## src/rtl/ccx_pkg.sv

```systemverilog
package ccx_pkg;

    localparam int unsigned CCX_W     = 16;
    localparam int unsigned CCX_SYNC  = 2;

    typedef enum logic {
        CCX_OUT = 1'b0,
        CCX_IN  = 1'b1
    } ccx_mode_e;

    typedef struct packed {
        logic cap;
        logic ovr;
    } ccx_flags_t;

    // Next state of the capture/overrun flags. A clear empties both flags;
    // a capture in the same cycle still marks the capture flag.
    function automatic ccx_flags_t ccx_flag_step(ccx_flags_t cur, logic hit, logic clr);
        ccx_flags_t nxt;
        if (clr) begin
            nxt.cap = hit;
            nxt.ovr = 1'b0;
        end else begin
            nxt.cap = cur.cap | hit;
            nxt.ovr = cur.ovr | (hit & cur.cap);
        end
        return nxt;
    endfunction

endpackage

```

## src/rtl/ccx_insync.sv

```systemverilog
module ccx_insync #(
    parameter int unsigned STAGES = 2
) (
    input  logic clk,
    input  logic rst,
    input  logic d_i,
    output logic rise_o
);
    localparam int unsigned LEN = STAGES + 1;

    logic [LEN-1:0] sh;

    always_ff @(posedge clk) begin
        if (rst) sh <= '0;
        else     sh <= {sh[LEN-2:0], d_i};
    end

    assign rise_o = sh[LEN-2] & ~sh[LEN-1];
endmodule

```

## src/rtl/ccx_regs.sv

```systemverilog
module ccx_regs
    import ccx_pkg::*;
#(
    parameter int unsigned W = CCX_W
) (
    input  logic        clk,
    input  logic        rst,
    input  ccx_mode_e   mode,
    input  logic        pe,
    input  logic        upd,
    input  logic        wr_en,
    input  logic [W-1:0] wr_data,
    input  logic        cap_hit,
    input  logic [W-1:0] cap_val,
    input  logic        clr,
    output logic [W-1:0] shadow_o,
    output logic [W-1:0] active_o,
    output ccx_flags_t  flags_o
);
    logic [W-1:0] shadow_q, active_q;
    ccx_flags_t   flags_q;
    logic         hit_in;

    assign hit_in = (mode == CCX_IN) & cap_hit;

    always_ff @(posedge clk) begin
        if (rst) begin
            shadow_q <= '0;
            active_q <= '0;
            flags_q  <= '0;
        end else begin
            if (mode == CCX_OUT) begin
                if (wr_en) shadow_q <= wr_data;
                if (wr_en && !pe)      active_q <= wr_data;
                else if (pe && upd)    active_q <= shadow_q;
            end else if (hit_in) begin
                shadow_q <= cap_val;
            end
            flags_q <= ccx_flag_step(flags_q, hit_in, clr);
        end
    end

    assign shadow_o = shadow_q;
    assign active_o = active_q;
    assign flags_o  = flags_q;
endmodule

```

## src/rtl/ccx_ocmp.sv

```systemverilog
module ccx_ocmp #(
    parameter int unsigned W = 16
) (
    input  logic         clk,
    input  logic         rst,
    input  logic         en,
    input  logic [W-1:0] cnt,
    input  logic [W-1:0] cmp,
    output logic         ref_o
);
    logic ref_q;

    always_ff @(posedge clk) begin
        if (rst) ref_q <= 1'b0;
        else     ref_q <= en & (cnt < cmp);
    end

    assign ref_o = ref_q;
endmodule

```

## src/rtl/ccx_channel.sv

```systemverilog
module ccx_channel
    import ccx_pkg::*;
#(
    parameter int unsigned W     = CCX_W,
    parameter int unsigned SYNCN = CCX_SYNC
) (
    input  logic         clk,
    input  logic         rst,
    input  logic         mode_i,
    input  logic         pe_i,
    input  logic [W-1:0] cnt_i,
    input  logic         upd_i,
    input  logic         pin_i,
    input  logic         wr_en_i,
    input  logic [W-1:0] wr_data_i,
    input  logic         clr_i,
    output logic [W-1:0] rd_data_o,
    output logic [W-1:0] act_o,
    output logic         oc_ref_o,
    output logic         cap_flag_o,
    output logic         ovr_flag_o
);
    ccx_mode_e  mode;
    logic       rise;
    ccx_flags_t flags;

    assign mode = ccx_mode_e'(mode_i);

    ccx_insync #(.STAGES(SYNCN)) u_sync (
        .clk    (clk),
        .rst    (rst),
        .d_i    (pin_i),
        .rise_o (rise)
    );

    ccx_regs #(.W(W)) u_regs (
        .clk      (clk),
        .rst      (rst),
        .mode     (mode),
        .pe       (pe_i),
        .upd      (upd_i),
        .wr_en    (wr_en_i),
        .wr_data  (wr_data_i),
        .cap_hit  (rise),
        .cap_val  (cnt_i),
        .clr      (clr_i),
        .shadow_o (rd_data_o),
        .active_o (act_o),
        .flags_o  (flags)
    );

    ccx_ocmp #(.W(W)) u_ocmp (
        .clk   (clk),
        .rst   (rst),
        .en    (mode == CCX_OUT),
        .cnt   (cnt_i),
        .cmp   (act_o),
        .ref_o (oc_ref_o)
    );

    assign cap_flag_o = flags.cap;
    assign ovr_flag_o = flags.ovr;
endmodule

```

## config.mk

```make
export PLATFORM = sky130hd
export DESIGN_NAME = ccx_channel
export DESIGN_NICKNAME = d
export VERILOG_FILES = /design/src/rtl/ccx_pkg.sv /design/src/rtl/ccx_insync.sv /design/src/rtl/ccx_regs.sv /design/src/rtl/ccx_ocmp.sv /design/src/rtl/ccx_channel.sv
export SDC_FILE = /design/constraint.sdc
export NUM_CORES = 1
export LEC_CHECK = 0
export ABC_AREA = 1
export BUFFER_PORTS_ARGS = -buffer_cell sky130_fd_sc_hd__buf_2
export CAP_MARGIN = 20
export CORE_MARGIN = 5
export CORE_UTILIZATION = 30
export DETAILED_ROUTE_END_ITERATION = 16
export HOLD_SLACK_MARGIN = 0.15
export PLACE_DENSITY = 0.62
export SLEW_MARGIN = 20
export SYNTH_ARGS = -nofsm -noshare
export SYNTH_HDL_FRONTEND = slang
export SYNTH_SLANG_ARGS = --single-unit
```

## constraint.sdc

```tcl
create_clock -name clk -period 3.18 [get_ports clk]
set_clock_uncertainty 0.1 [all_clocks]
set_input_delay 0.477 -clock clk [delete_from_list [all_inputs] [get_ports clk]]
set_output_delay 0.477 -clock clk [all_outputs]
set_load 0.05 [all_outputs]
```

* Word level (Yosys, flattened, before mapping)
Cells that the tools add are included.
** Cells by class
- $lt $le $gt $ge :: 1
- Equality and inequality tests :: 1
- Muxes and demuxes :: 6
- Bitwise operators :: 8
- Reduce and logical (&&, ||, !) cells :: 8
** Operators by type and width (count)
- 2-to-1 mux 16 bit :: 5
- < comparator 16 bit :: 1
- AND 1 bit :: 4
- AND reduction 2 bit :: 2
- nonzero test 2 bit :: 2
- logical AND 1 bit :: 2
- 2-to-1 mux 2 bit :: 1
- != test 2 x 1 -> 1 bit (second input constant) :: 1
- inverter 1 bit :: 2
- bitwise OR 1 bit :: 2
- OR reduction 2 bit :: 1
- zero test 1 bit :: 1
** Word-level totals
- Bits in registers :: 38
- Input port bits :: 40
- Output and inout bits :: 35
- Word-level logic and storage cells :: 30

* Depth between registers and ports, before layout
Gate-level depths: netlist (run 1).
- Depth in word-level cells :: 6
- Mapped depth :: 11
- Depth with buffers taken out :: 11

* By module
A second synthesis (run 1) with hierarchy kept.
** Unflattened totals
- Cells, all modules :: 367
- Area, all modules :: 2299.7 um^2
** By module, submodules not included
- ccx_regs :: times used 1, cells each 289, area each 1779.2 um^2, seq. area each 680.7 um^2
- ccx_ocmp :: times used 1, cells each 67, area each 430.4 um^2, seq. area each 20.0 um^2
- ccx_insync :: times used 1, cells each 10, area each 86.3 um^2, seq. area each 60.1 um^2
- ccx_channel :: times used 1, cells each 1, area each 3.8 um^2, seq. area each 0.0 um^2

* Worst setup path after synthesis (run 1)
Ideal clock, no wire load.
- Kind :: flip-flop to flip-flop
- From :: register u_regs.active_q[15], in the netlist u_regs.active_o[15]
- To :: register u_ocmp.ref_q, in the netlist u_ocmp.ref_o
- Library setup time :: 0.110 ns
- Arrival time :: 1.495 ns
- Data required time :: 2.970 ns
- Slack :: 1.475 ns
- Cell stages (with the launch flop) :: 8
- Buffers on the path :: 0
- Clock period less this slack :: 1.705 ns
- Cells stage by stage :: dfxtp_1 -> inv_1 -> ha_1 -> nand2_1 -> nor4_1 -> nand2_1 -> nand3_1 -> nor2_1
** On the way
- Word-level cells in the longest chain between the ends :: 2
** Ends and longest elaborated chain
- from (decl) :: RTL line ccx_regs.sv:20 : logic [W-1:0] shadow_q, active_q;
- from (signal assigned) :: RTL line ccx_regs.sv:34 : if (wr_en && !pe) active_q <= wr_data;
- from (signal assigned) :: RTL line ccx_regs.sv:35 : else if (pe && upd) active_q <= shadow_q;
- < comparator 16 bit :: RTL line ccx_ocmp.sv:15 : else ref_q <= en & (cnt < cmp);
- AND 1 bit :: RTL line ccx_ocmp.sv:15
- to (signal assigned) :: RTL line ccx_ocmp.sv:15
- to (decl) :: RTL line ccx_ocmp.sv:11 : logic ref_q;
Every way passes these cells.
A chain may end at the register's enable or synchronous reset.

* Worst setup path in the final report (run 1)
- From :: input pe_i
- To :: register u_regs.active_q[0], in the netlist u_regs.active_o[0]
** On the way
- Word-level cells in the longest chain between the ends :: 4
- Elaborated cells between the ends (all ways) :: 6
- Those cells by class :: 1 x mux; 5 x reduce/logical
** Ends and longest elaborated chain
- from (decl) :: RTL line ccx_channel.sv:10 : input logic pe_i,
- zero test 1 bit :: RTL line ccx_regs.sv:34
- logical AND 1 bit :: RTL line ccx_regs.sv:34
- nonzero test 2 bit (no source line)
- AND reduction 2 bit (no source line)
Several ways; a longest one is shown, not always the timed one.

==> results of run 1 <==
[flip-flops by register name, summed over array words and instances (netlist names)]
name,count
u_sync.sh,3
u_regs.flags_o,2
u_regs.active_o,16
u_ocmp.ref_o,1
u_regs.shadow_o,16
[cells by family (layout without fill, tap and decap cells)]
kind of cell	Yosys count	in the layout	share of synthesized area [%]
simple gates	98	98	20.93
compound gates	76	76	21.49
buf+inv	43	109	10.50
flops	38	38	37.76
fa+ha+maj	15	15	9.317
[worst max path at each step]
stage / startpoint / end / slack [ns]
CTS: pe_i / u_regs.active_o[0] / 1.26
finish: pe_i / u_regs.active_o[0] / 1.23
global route: pe_i / u_regs.active_o[0] / 1.05
global placement: pe_i / u_regs.active_o[0] / 1.04
floorplan: u_regs.active_o[15] / u_ocmp.ref_o / 1.47
detailed placement: pe_i / u_regs.active_o[0] / 0.96
[through the flow]
| stage | total power, mW | cell area, um2 | hold slack [ns] | cells |
|---|---|---|---|---|
| finish | 1.277 | 2482 | 0.2843 | 413 |
| CTS | 1.286 | 2482 | 0.2812 | 413 |
| global route | 1.343 | 2482 | 0.2891 | 413 |
| detailed placement | 0.8780 | 2374 | 0.3027 | 405 |
| floorplan | 0.7885 | 2014 | 0.2883 | 270 |
| global placement | 0.8745 | 2374 | 0.2910 | 405 |
[worst max-delay path: stages]
cell	delay [ns]
buf_2	0.11
inv_2	0.25
nand2_4	0.21
a21oi_4	0.65
o21ai_0	0.16
a31oi_1	0.18
[metal layers]
| metal | share of wire, % | global-route usage, % | vias up |
|---|---|---|---|
| li1 | - | - | 1056 |
| met1 | 48 | 18.77 | 925 |
| met2 | 42 | 21.29 | 79 |
| met4 | 1.3 | 3.960 | 0 |
| met3 | 8.3 | 4.992 | 9 |
| met5 | 0 | 0 | - |
[cell usage after synthesis, types with 2 or more instances]
library cell	count	area share, %
nor2_1	7	1.3
nand2_1	66	12
dfxtp_1	38	38
a31oi_1	32	9.9
nand3_1	18	4.5
o21ai_1	30	7.5
buf_2	5	1.2
buf_6	5	2.8
o21ai_0	4	0.99
ha_1	15	9.3
inv_1	25	4.7
clkbuf_1	5	0.93
nand2_4	2	1.1
a21oi_1	8	2.0
[final cells by class]
class                           count  area [um2]
Clock buffer                        5       68.82
Fill cell                         697        3976
Clock inverter                      3       40.04
Multi-Input combinational cell    189        1042
Sequential cell                    38       760.7
Inverter                           27       103.9
Tap cell                           77       96.34
Timing Repair Buffer               74       370.4
[power breakdown]
group / leakage, nW / switching, mW / internal, mW
combinational: 0.789 / 0.236 / 0.0942
clock: 0.0579 / 0.179 / 0.231
sequential: 0.313 / 0.0280 / 0.509
==> flow_results.xml, run 1 <==
<?xml version="1.0" encoding="UTF-8"?>
<metrics>
  <group name="status">
    <metric name="run_status" unit="">completed</metric>
  </group>
  <group name="route">
    <metric name="vias_after_detailed_routing" unit="">2069</metric>
    <metric name="detailedRoute.firstIterationViolations" unit="">146</metric>
    <metric name="finalWirelength" unit="mm">5.908</metric>
    <metric name="route.detailed.drc" unit="">0</metric>
    <metric name="viasPerCell" unit="">5.010</metric>
    <metric name="wl_per_cell" unit="um">14.31</metric>
    <metric name="route.antenna.remaining_nets" unit="">0</metric>
    <metric name="drt_pass1_iterations" unit="">4</metric>
  </group>
  <group name="clock_network">
    <metric name="clock_tree.buffer_depth" unit="">2</metric>
    <metric name="cts_num_sinks" unit="">38</metric>
    <metric name="htree_num_levels" unit="">2</metric>
    <metric name="clock-root-buffer" unit="">clkbuf_8</metric>
    <metric name="postCtsHoldBufs" unit="">0</metric>
    <metric name="cts-buffers-inserted" unit="">5</metric>
    <metric name="tritoncts" unit="">done</metric>
    <metric name="cts.clk_slew.worst_paths" unit="ns">0.07</metric>
    <metric name="postCtsResizedCells" unit="">0</metric>
    <metric name="cts_setup_buffers" unit="">0</metric>
    <metric name="worst_skew_pair.late_latency" unit="ns">0.29</metric>
  </group>
  <group name="power_and_ir_drop">
    <metric name="vdd_ir_drop_max" unit="V">0.0001775</metric>
    <metric name="powerDensity" unit="mW/mm2">514.5</metric>
    <metric name="leakagePower" unit="nW">1.160</metric>
  </group>
  <group name="timing">
    <metric name="timing.slew.headroom" unit="%">38.91</metric>
    <metric name="tightestPinTransition" unit="ns">0.9153</metric>
    <metric name="setup_repair_after_global_routing_missed_its_margin" unit="">no</metric>
    <metric name="setup_viol_count_final" unit="">0</metric>
    <metric name="post-route-period-util" unit="%">61.25</metric>
    <metric name="setup_tns" unit="ns">0</metric>
    <metric name="final.min_clock_period" unit="ns">1.948</metric>
    <metric name="final-hold-violation-count" unit="">0</metric>
    <metric name="final-max-slew-violation-count" unit="">0</metric>
    <metric name="fin_ws" unit="ns">1.232</metric>
    <metric name="achievable-frequency" unit="GHz">0.5134</metric>
  </group>
  <group name="placement">
    <metric name="pre_cts_slack" unit="ns">0.9563</metric>
    <metric name="place.port_buffers" unit="">74</metric>
    <metric name="detailedPlacementHpwl" unit="mm">4.303</metric>
    <metric name="finalWeightedCongestion" unit="">0.8519</metric>
  </group>
  <group name="die">
    <metric name="num_rows" unit="">29</metric>
    <metric name="placeableCoreArea" unit="mm2">0.006459</metric>
    <metric name="floorplan.die.width" unit="um">91.95</metric>
    <metric name="die-height" unit="um">91.95</metric>
    <metric name="num_io_pins" unit="">75</metric>
    <metric name="starting_density" unit="%">31.19</metric>
    <metric name="die-area" unit="mm2">0.008454</metric>
  </group>
  <group name="global_route">
    <metric name="grt_pass1_vias" unit="">1974</metric>
    <metric name="grt_remaining_overflow" unit="">0</metric>
    <metric name="initial_antenna_violation_count" unit="">0</metric>
    <metric name="wire_length_of_the_first_global_routing_pass" unit="mm">9.673</metric>
    <metric name="total_global_routing_track_utilization" unit="%">14.02</metric>
    <metric name="grt_max_degree" unit="">33</metric>
  </group>
  <group name="final_layout">
    <metric name="synthToLayoutAreaGrowth" unit="%">23.23</metric>
    <metric name="final_core_utilization" unit="%">38.43</metric>
    <metric name="mostFrequentLayoutCell" unit="">buf_2</metric>
    <metric name="final_layout_size_suffix_gt1_share" unit="%">26.79</metric>
    <metric name="fin_nets" unit="">390</metric>
    <metric name="highest_count_cells_in_the_layout_ignoring_fill_and_taps" unit="">buf_2, nand2_1, dfxtp_1</metric>
    <metric name="antenna-diode-count" unit="">0</metric>
  </group>
  <group name="critical_path">
    <metric name="timing.critical_path.required" unit="ns">3.30</metric>
    <metric name="r2r_cells" unit="">9</metric>
    <metric name="cp_data_arrival_time" unit="ns">2.06</metric>
    <metric name="capture_point_of_the_worst_reg_to_reg_path" unit="">u_ocmp.ref_o</metric>
    <metric name="worstSetupStartpointType" unit="">primary input</metric>
    <metric name="cp-end-kind" unit="">flip-flop</metric>
    <metric name="setup.reg_to_reg.worst_slack" unit="ns">1.58</metric>
    <metric name="crit-reg2reg-launch" unit="">u_regs.active_o[5]</metric>
    <metric name="worstSetupPathType" unit="">primary input to flip-flop</metric>
    <metric name="timing.critical_path.fanout_max" unit="">32</metric>
  </group>
  <group name="yosys">
    <metric name="synth-warning-count" unit="">0</metric>
    <metric name="synthDistinctLibCells" unit="">24</metric>
    <metric name="ys_seq_area_share" unit="%">37.76</metric>
    <metric name="number_of_synthesized_register_bits" unit="">38</metric>
    <metric name="synth_area_per_cell" unit="um2">7.461</metric>
    <metric name="yosys_most_used_dff" unit="">dfxtp_1</metric>
    <metric name="edff_count_synth" unit="">0</metric>
    <metric name="postSynthCellCount" unit="">270</metric>
    <metric name="synth_nets" unit="">325</metric>
    <metric name="post_synth_instance_area" unit="mm2">0.002014</metric>
    <metric name="asyncSetResetFlopFracSynth" unit="%">0</metric>
  </group>
  <group name="min_path">
    <metric name="worst_hold_startpoint" unit="">pin_i</metric>
    <metric name="hp-class" unit="">primary input to flip-flop</metric>
    <metric name="worst_hold_path.endpoint" unit="">u_sync.sh[0]</metric>
    <metric name="whs_path_depth" unit="">3</metric>
  </group>
  <group name="flow_run">
    <metric name="max-cap-violations" unit="">0</metric>
  </group>
</metrics>
(Power assumes the default switching activity.)
==> run 2: changes to the inputs <==
- clock period: 3.18 -> 2 ns (I/O delays scaled with it)
==> flow_results.xml, run 2 (same netlist as run 1, synthesis figures left out) <==
<?xml version="1.0" encoding="UTF-8"?>
<metrics>
  <group name="power_and_ir_drop">
    <metric name="clkPwrFrac" unit="%">37.0</metric>
    <metric name="switching_power" unit="uW">710.8</metric>
    <metric name="sequential_power_share" unit="%">38.5</metric>
    <metric name="leakagePower" unit="nW">1.217</metric>
    <metric name="combPwrFrac" unit="%">24.5</metric>
    <metric name="vdd_ir_drop_max" unit="V">0.0002962</metric>
    <metric name="switching_part_of_the_total" unit="%">32.07</metric>
    <metric name="powerDensity" unit="mW/mm2">855.4</metric>
    <metric name="internal_power" unit="mW">1.506</metric>
  </group>
  <group name="timing">
    <metric name="setup_tns" unit="ns">0</metric>
    <metric name="achievable-frequency" unit="GHz">0.6494</metric>
    <metric name="final.min_clock_period" unit="ns">1.540</metric>
    <metric name="post-route-period-util" unit="%">77.00</metric>
    <metric name="final-max-slew-violation-count" unit="">0</metric>
    <metric name="setup_viol_count_final" unit="">0</metric>
    <metric name="setup_repair_after_global_routing_missed_its_margin" unit="">no</metric>
    <metric name="tightestPinTransition" unit="ns">0.4522</metric>
    <metric name="timing.slew.headroom" unit="%">69.82</metric>
    <metric name="final-hold-violation-count" unit="">0</metric>
  </group>
  <group name="route">
    <metric name="wl_per_cell" unit="um">14.18</metric>
    <metric name="viasPerCell" unit="">5.014</metric>
    <metric name="route.antenna.remaining_nets" unit="">0</metric>
    <metric name="route.met3.wl" unit="um">331</metric>
    <metric name="vias_after_detailed_routing" unit="">2111</metric>
    <metric name="drt_pass1_iterations" unit="">4</metric>
    <metric name="finalWirelength" unit="mm">5.969</metric>
    <metric name="m1_wl" unit="mm">3.054</metric>
    <metric name="detailedRoute.firstIterationViolations" unit="">102</metric>
    <metric name="highest-signal-layer" unit="">met4</metric>
    <metric name="route.detailed.drc" unit="">0</metric>
    <metric name="route.met2.wl" unit="mm">2.506</metric>
  </group>
  <group name="global_route">
    <metric name="initial_antenna_violation_count" unit="">0</metric>
    <metric name="grt_pass1_vias" unit="">2050</metric>
    <metric name="grt_max_degree" unit="">33</metric>
    <metric name="total_global_routing_track_utilization" unit="%">14.17</metric>
    <metric name="wire_length_of_the_first_global_routing_pass" unit="mm">9.887</metric>
    <metric name="grt_remaining_overflow" unit="">0</metric>
  </group>
  <group name="die">
    <metric name="starting_density" unit="%">31.19</metric>
    <metric name="die-height" unit="um">91.95</metric>
    <metric name="die-area" unit="mm2">0.008454</metric>
    <metric name="floorplan.die.width" unit="um">91.95</metric>
    <metric name="num_rows" unit="">29</metric>
    <metric name="placeableCoreArea" unit="mm2">0.006459</metric>
    <metric name="num_io_pins" unit="">75</metric>
  </group>
  <group name="placement">
    <metric name="detailedPlacementHpwl" unit="mm">4.520</metric>
    <metric name="numPlacedInstances" unit="">412</metric>
    <metric name="placed_area" unit="mm2">0.002439</metric>
    <metric name="place.port_buffers" unit="">74</metric>
    <metric name="finalWeightedCongestion" unit="">0.8122</metric>
  </group>
  <group name="critical_path">
    <metric name="cp-end-kind" unit="">flip-flop</metric>
    <metric name="worstSetupPathType" unit="">flip-flop to flip-flop</metric>
    <metric name="worstSetupStartpointType" unit="">flip-flop</metric>
    <metric name="cp_data_arrival_time" unit="ns">1.67</metric>
    <metric name="crit-reg2reg-launch" unit="">u_regs.active_o[5]</metric>
    <metric name="setup.worst_path.start" unit="">u_regs.active_o[5]</metric>
    <metric name="timing.critical_path.fanout_max" unit="">3</metric>
    <metric name="timing.critical_path.required" unit="ns">2.13</metric>
  </group>
  <group name="clock_network">
    <metric name="clock_tree.buffer_depth" unit="">2</metric>
    <metric name="cts_num_sinks" unit="">38</metric>
    <metric name="cts.clk_slew.worst_paths" unit="ns">0.08</metric>
    <metric name="tritoncts" unit="">done</metric>
    <metric name="clock-root-buffer" unit="">clkbuf_8</metric>
    <metric name="worst_skew_pair.late_latency" unit="ns">0.29</metric>
    <metric name="cts-buffers-inserted" unit="">5</metric>
    <metric name="htree_num_levels" unit="">2</metric>
  </group>
  <group name="flow_run">
    <metric name="max-cap-violations" unit="">0</metric>
  </group>
  <group name="min_path">
    <metric name="hp-class" unit="">primary input to flip-flop</metric>
    <metric name="worst_hold_startpoint" unit="">clr_i</metric>
  </group>
  <group name="final_layout">
    <metric name="mostFrequentLayoutCell" unit="">buf_2</metric>
    <metric name="final_layout_size_suffix_gt1_share" unit="%">28.20</metric>
    <metric name="final-instance-count-excl-fill" unit="">421</metric>
    <metric name="highest_count_cells_in_the_layout_ignoring_fill_and_taps" unit="">buf_2, nand2_1, dfxtp_1</metric>
    <metric name="antenna-diode-count" unit="">0</metric>
    <metric name="fillerInstances" unit="">692</metric>
    <metric name="fin_nets" unit="">398</metric>
    <metric name="synthToLayoutAreaGrowth" unit="%">28.63</metric>
    <metric name="finish.instance_area" unit="mm2">0.002591</metric>
  </group>
  <group name="status">
    <metric name="run_status" unit="">completed</metric>
  </group>
</metrics>
run 2: cell count changes in the layout (fill, tap and decap cells not counted):
cell           change
clkbuf_8           +1
bufinv_16          +1
buf_4              +6
buf_12             +1
clkinv_2           -2
dlygate4sd3_1      +1
run 2: power groups by stage:
stage               Combinational [mW]  Clock [mW]  Sequential [mW]
global placement                 0.536           0            0.870
finish                           0.543       0.820            0.853
global route                     0.594       0.871            0.861
floorplan                        0.219           0             1.03
detailed placement               0.544           0            0.870
CTS                              0.547       0.844            0.852
run 2: metal layers:
layer	track usage, %	up-vias
met1	20.17	966
met3	4.092	10
met5	0	-
met2	20.44	66
met4	4.703	0
li1	-	1069
run 2: path summary, 6_finish.rpt:
kind	cells after the start	endpoint	slack (ns)
max	9	u_ocmp.ref_o	0.46
min	3	u_regs.flags_o[0]	0.16
max reg2reg	9	u_ocmp.ref_o	0.46
min reg2reg	2	u_sync.sh[1]	0.31
run 2: area by class of cell:
class,count,area [um2],area share [%]
Inverter,27,103.9,4.008
Tap cell,77,96.34,3.718
Multi-Input combinational cell,189,1042,40.22
Clock buffer,6,82.58,3.187
Timing Repair Buffer,82,445.4,17.19
Clock inverter,2,60.06,2.318
Sequential cell,38,760.7,29.36
run 2: repair_timing:
item	CTS	global route
hold buffers	1	0
hold endpoints to repair	1	0
resized for setup	0	0
setup buffers	0	0
run 2: worst max-delay path, stage by stage, from the launching register on:
cell and delay, ns:
dfxtp_1 0.37, inv_1 0.06, ha_1 0.28, a21oi_1 0.14, nor2_1 0.06, nor3_1 0.13
nand2_1 0.10, nand2_1 0.06, nand3_1 0.09, nor2_1 0.10
run 2: stage by stage:
stage	power [mW]	utilization (%)	worst slack, ns	hold slack [ns]
CTS	2.244	40.12	0.4169	0.1524
global route	2.326	40.12	0.2663	0.1605
finish	2.216	40.12	0.4600	0.1602
floorplan	1.254	-	0.2947	0.2712
global placement	1.406	37.76	0.3778	0.2902
detailed placement	1.414	37.76	0.4131	0.3031
==> run 3: changes to the inputs <==
- clock period: 2 -> 1.6 ns (I/O delays scaled with it)
==> flow_results.xml, run 3 (same netlist as run 1, synthesis figures left out) <==
<?xml version="1.0" encoding="UTF-8"?>
<metrics>
  <group name="status">
    <metric name="run_status" unit="">completed</metric>
  </group>
  <group name="clock_network">
    <metric name="htree_num_levels" unit="">2</metric>
    <metric name="cts.clk_slew.worst_paths" unit="ns">0.08</metric>
    <metric name="cts_setup_buffers" unit="">0</metric>
    <metric name="clock-root-buffer" unit="">clkbuf_8</metric>
    <metric name="tritoncts" unit="">done</metric>
    <metric name="cts-buffers-inserted" unit="">5</metric>
    <metric name="cts_num_sinks" unit="">38</metric>
    <metric name="worst_skew_pair.late_latency" unit="ns">0.29</metric>
    <metric name="clock_tree.buffer_depth" unit="">2</metric>
  </group>
  <group name="timing">
    <metric name="achievable-frequency" unit="GHz">0.6715</metric>
    <metric name="setup_viol_count_final" unit="">0</metric>
    <metric name="tightestPinTransition" unit="ns">0.3369</metric>
    <metric name="timing.slew.headroom" unit="%">77.52</metric>
    <metric name="final.min_clock_period" unit="ns">1.489</metric>
    <metric name="setup_tns" unit="ns">0</metric>
    <metric name="final-hold-violation-count" unit="">0</metric>
    <metric name="final-max-slew-violation-count" unit="">0</metric>
    <metric name="setup_repair_after_global_routing_missed_its_margin" unit="">no</metric>
    <metric name="post-route-period-util" unit="%">93.07</metric>
  </group>
  <group name="die">
    <metric name="die-area" unit="mm2">0.008454</metric>
    <metric name="die-height" unit="um">91.95</metric>
    <metric name="floorplan.die.width" unit="um">91.95</metric>
    <metric name="num_rows" unit="">29</metric>
    <metric name="placeableCoreArea" unit="mm2">0.006459</metric>
    <metric name="num_io_pins" unit="">75</metric>
    <metric name="starting_density" unit="%">31.19</metric>
  </group>
  <group name="final_layout">
    <metric name="synthToLayoutAreaGrowth" unit="%">45.59</metric>
    <metric name="highest_count_cells_in_the_layout_ignoring_fill_and_taps" unit="">buf_2, nand2_1, a31oi_1, dlygate4sd3_1, o21ai_1</metric>
    <metric name="fin_nets" unit="">429</metric>
    <metric name="final_layout_size_suffix_gt1_share" unit="%">29.87</metric>
    <metric name="antenna-diode-count" unit="">0</metric>
    <metric name="mostFrequentLayoutCell" unit="">buf_2</metric>
  </group>
  <group name="critical_path">
    <metric name="timing.critical_path.fanout_max" unit="">2</metric>
    <metric name="worstSetupStartpointType" unit="">primary input</metric>
    <metric name="worstSetupPathType" unit="">primary input to flip-flop</metric>
    <metric name="cp_data_arrival_time" unit="ns">1.61</metric>
    <metric name="timing.critical_path.required" unit="ns">1.73</metric>
    <metric name="slowest_delay" unit="ns">0.61</metric>
    <metric name="timing.critical_path.buf_inv" unit="">1</metric>
    <metric name="crit_chain" unit="">dlygate4sd3_1, ha_4, nand2_2, o21ai_1, a21oi_1, nand3_1, nor2_1</metric>
    <metric name="cp-end-kind" unit="">flip-flop</metric>
    <metric name="critPathTopFamily" unit="">buffers and inverters</metric>
    <metric name="timing.critical_path.slowest_stage_cell" unit="">dlygate4sd3_1</metric>
  </group>
  <group name="flow_run">
    <metric name="max-cap-violations" unit="">0</metric>
  </group>
  <group name="global_route">
    <metric name="grt_max_degree" unit="">33</metric>
    <metric name="total_global_routing_track_utilization" unit="%">15.62</metric>
    <metric name="grt_remaining_overflow" unit="">0</metric>
    <metric name="initial_antenna_violation_count" unit="">0</metric>
    <metric name="wire_length_of_the_first_global_routing_pass" unit="mm">10.69</metric>
    <metric name="grt_pass1_vias" unit="">2187</metric>
  </group>
  <group name="min_path">
    <metric name="hp-class" unit="">primary input to flip-flop</metric>
  </group>
  <group name="power_and_ir_drop">
    <metric name="powerDensity" unit="mW/mm2">860.9</metric>
    <metric name="vdd_ir_drop_max" unit="V">0.0004405</metric>
    <metric name="power.total" unit="mW">2.525</metric>
    <metric name="leakagePower" unit="nW">1.360</metric>
  </group>
  <group name="route">
    <metric name="route.antenna.remaining_nets" unit="">0</metric>
    <metric name="route.detailed.drc" unit="">0</metric>
    <metric name="drt_pass1_iterations" unit="">4</metric>
    <metric name="vias_after_detailed_routing" unit="">2221</metric>
    <metric name="finalWirelength" unit="mm">6.504</metric>
    <metric name="viasPerCell" unit="">4.914</metric>
    <metric name="wl_per_cell" unit="um">14.39</metric>
    <metric name="detailedRoute.firstIterationViolations" unit="">84</metric>
  </group>
  <group name="placement">
    <metric name="place.port_buffers" unit="">74</metric>
    <metric name="finalWeightedCongestion" unit="">0.7893</metric>
    <metric name="detailedPlacementHpwl" unit="mm">4.566</metric>
  </group>
</metrics>
run 3: cell type report:
type | count | area [um2]
Timing Repair Buffer | 113 | 770.7
Inverter | 27 | 103.9
Fill cell | 659 | 3526
Multi-Input combinational cell | 189 | 1096
Tap cell | 77 | 96.34
Sequential cell | 38 | 774.5
Clock inverter | 1 | 5.005
Clock buffer | 7 | 86.33
run 3: where the power goes:
part,switching (mW),internal (mW),leakage (nW)
clock network,0.343,0.348,0.0482
logic,0.503,0.266,0.994
registers,0.0488,1.02,0.317
run 3: per-stage QoR:
step | util (%) | area [um2] | std cells | worst slack (ns) | hold slack, ns
after detailed placement | 38.01 | 2455 | 414 | 0.1435 | 0.2932
after floorplan | - | 2028 | 270 | 0.01684 | 0.2112
after global routing | 45.41 | 2933 | 452 | 0.004429 | 0.1669
final | 45.41 | 2933 | 452 | 0.1109 | 0.1575
after global placement | 38.01 | 2455 | 414 | 0.1481 | 0.2932
after CTS | 44.85 | 2897 | 457 | 0.005651 | 0.1526
run 3: metal layers:
layer	global-route usage [%]	part of all wire, %	vias to the layer above
met5	0	0	-
met4	4.703	1.0	0
met3	3.437	6.5	6
met2	25.85	46	70
met1	20.37	47	1015
li1	-	-	1130
run 3: worst reg2reg max path, delay by kind of cell, from the launching register on:
kind	cells	cell delay (ns)
AO/OA/AOI/OAI	1	0.12
adder cells (fa/ha/maj)	1	0.29
flip-flops	1	0.34
AND/OR/NAND/NOR	6	0.49
buffers and inverters	1	0.04
run 3: what timing repair did:
item / 4_1_cts / 5_1_grt
endpoints found under the setup margin: 0 / 1
hold buffers: 35 / 0
gates resized for setup: 0 / 13
hold endpoints to repair: 36 / 0
run 3: path summary, 6_finish.rpt:
| kind | start | to | slack (ns) | depth (start not counted) |
|---|---|---|---|---|
| max | cnt_i[10] | u_ocmp.ref_o | 0.11 | 7 |
| min | cnt_i[1] | u_regs.shadow_o[1] | 0.16 | 3 |
| max reg2reg | u_regs.active_o[5] | u_ocmp.ref_o | 0.15 | 9 |
| min reg2reg | u_sync.sh[0] | u_sync.sh[1] | 0.29 | 2 |
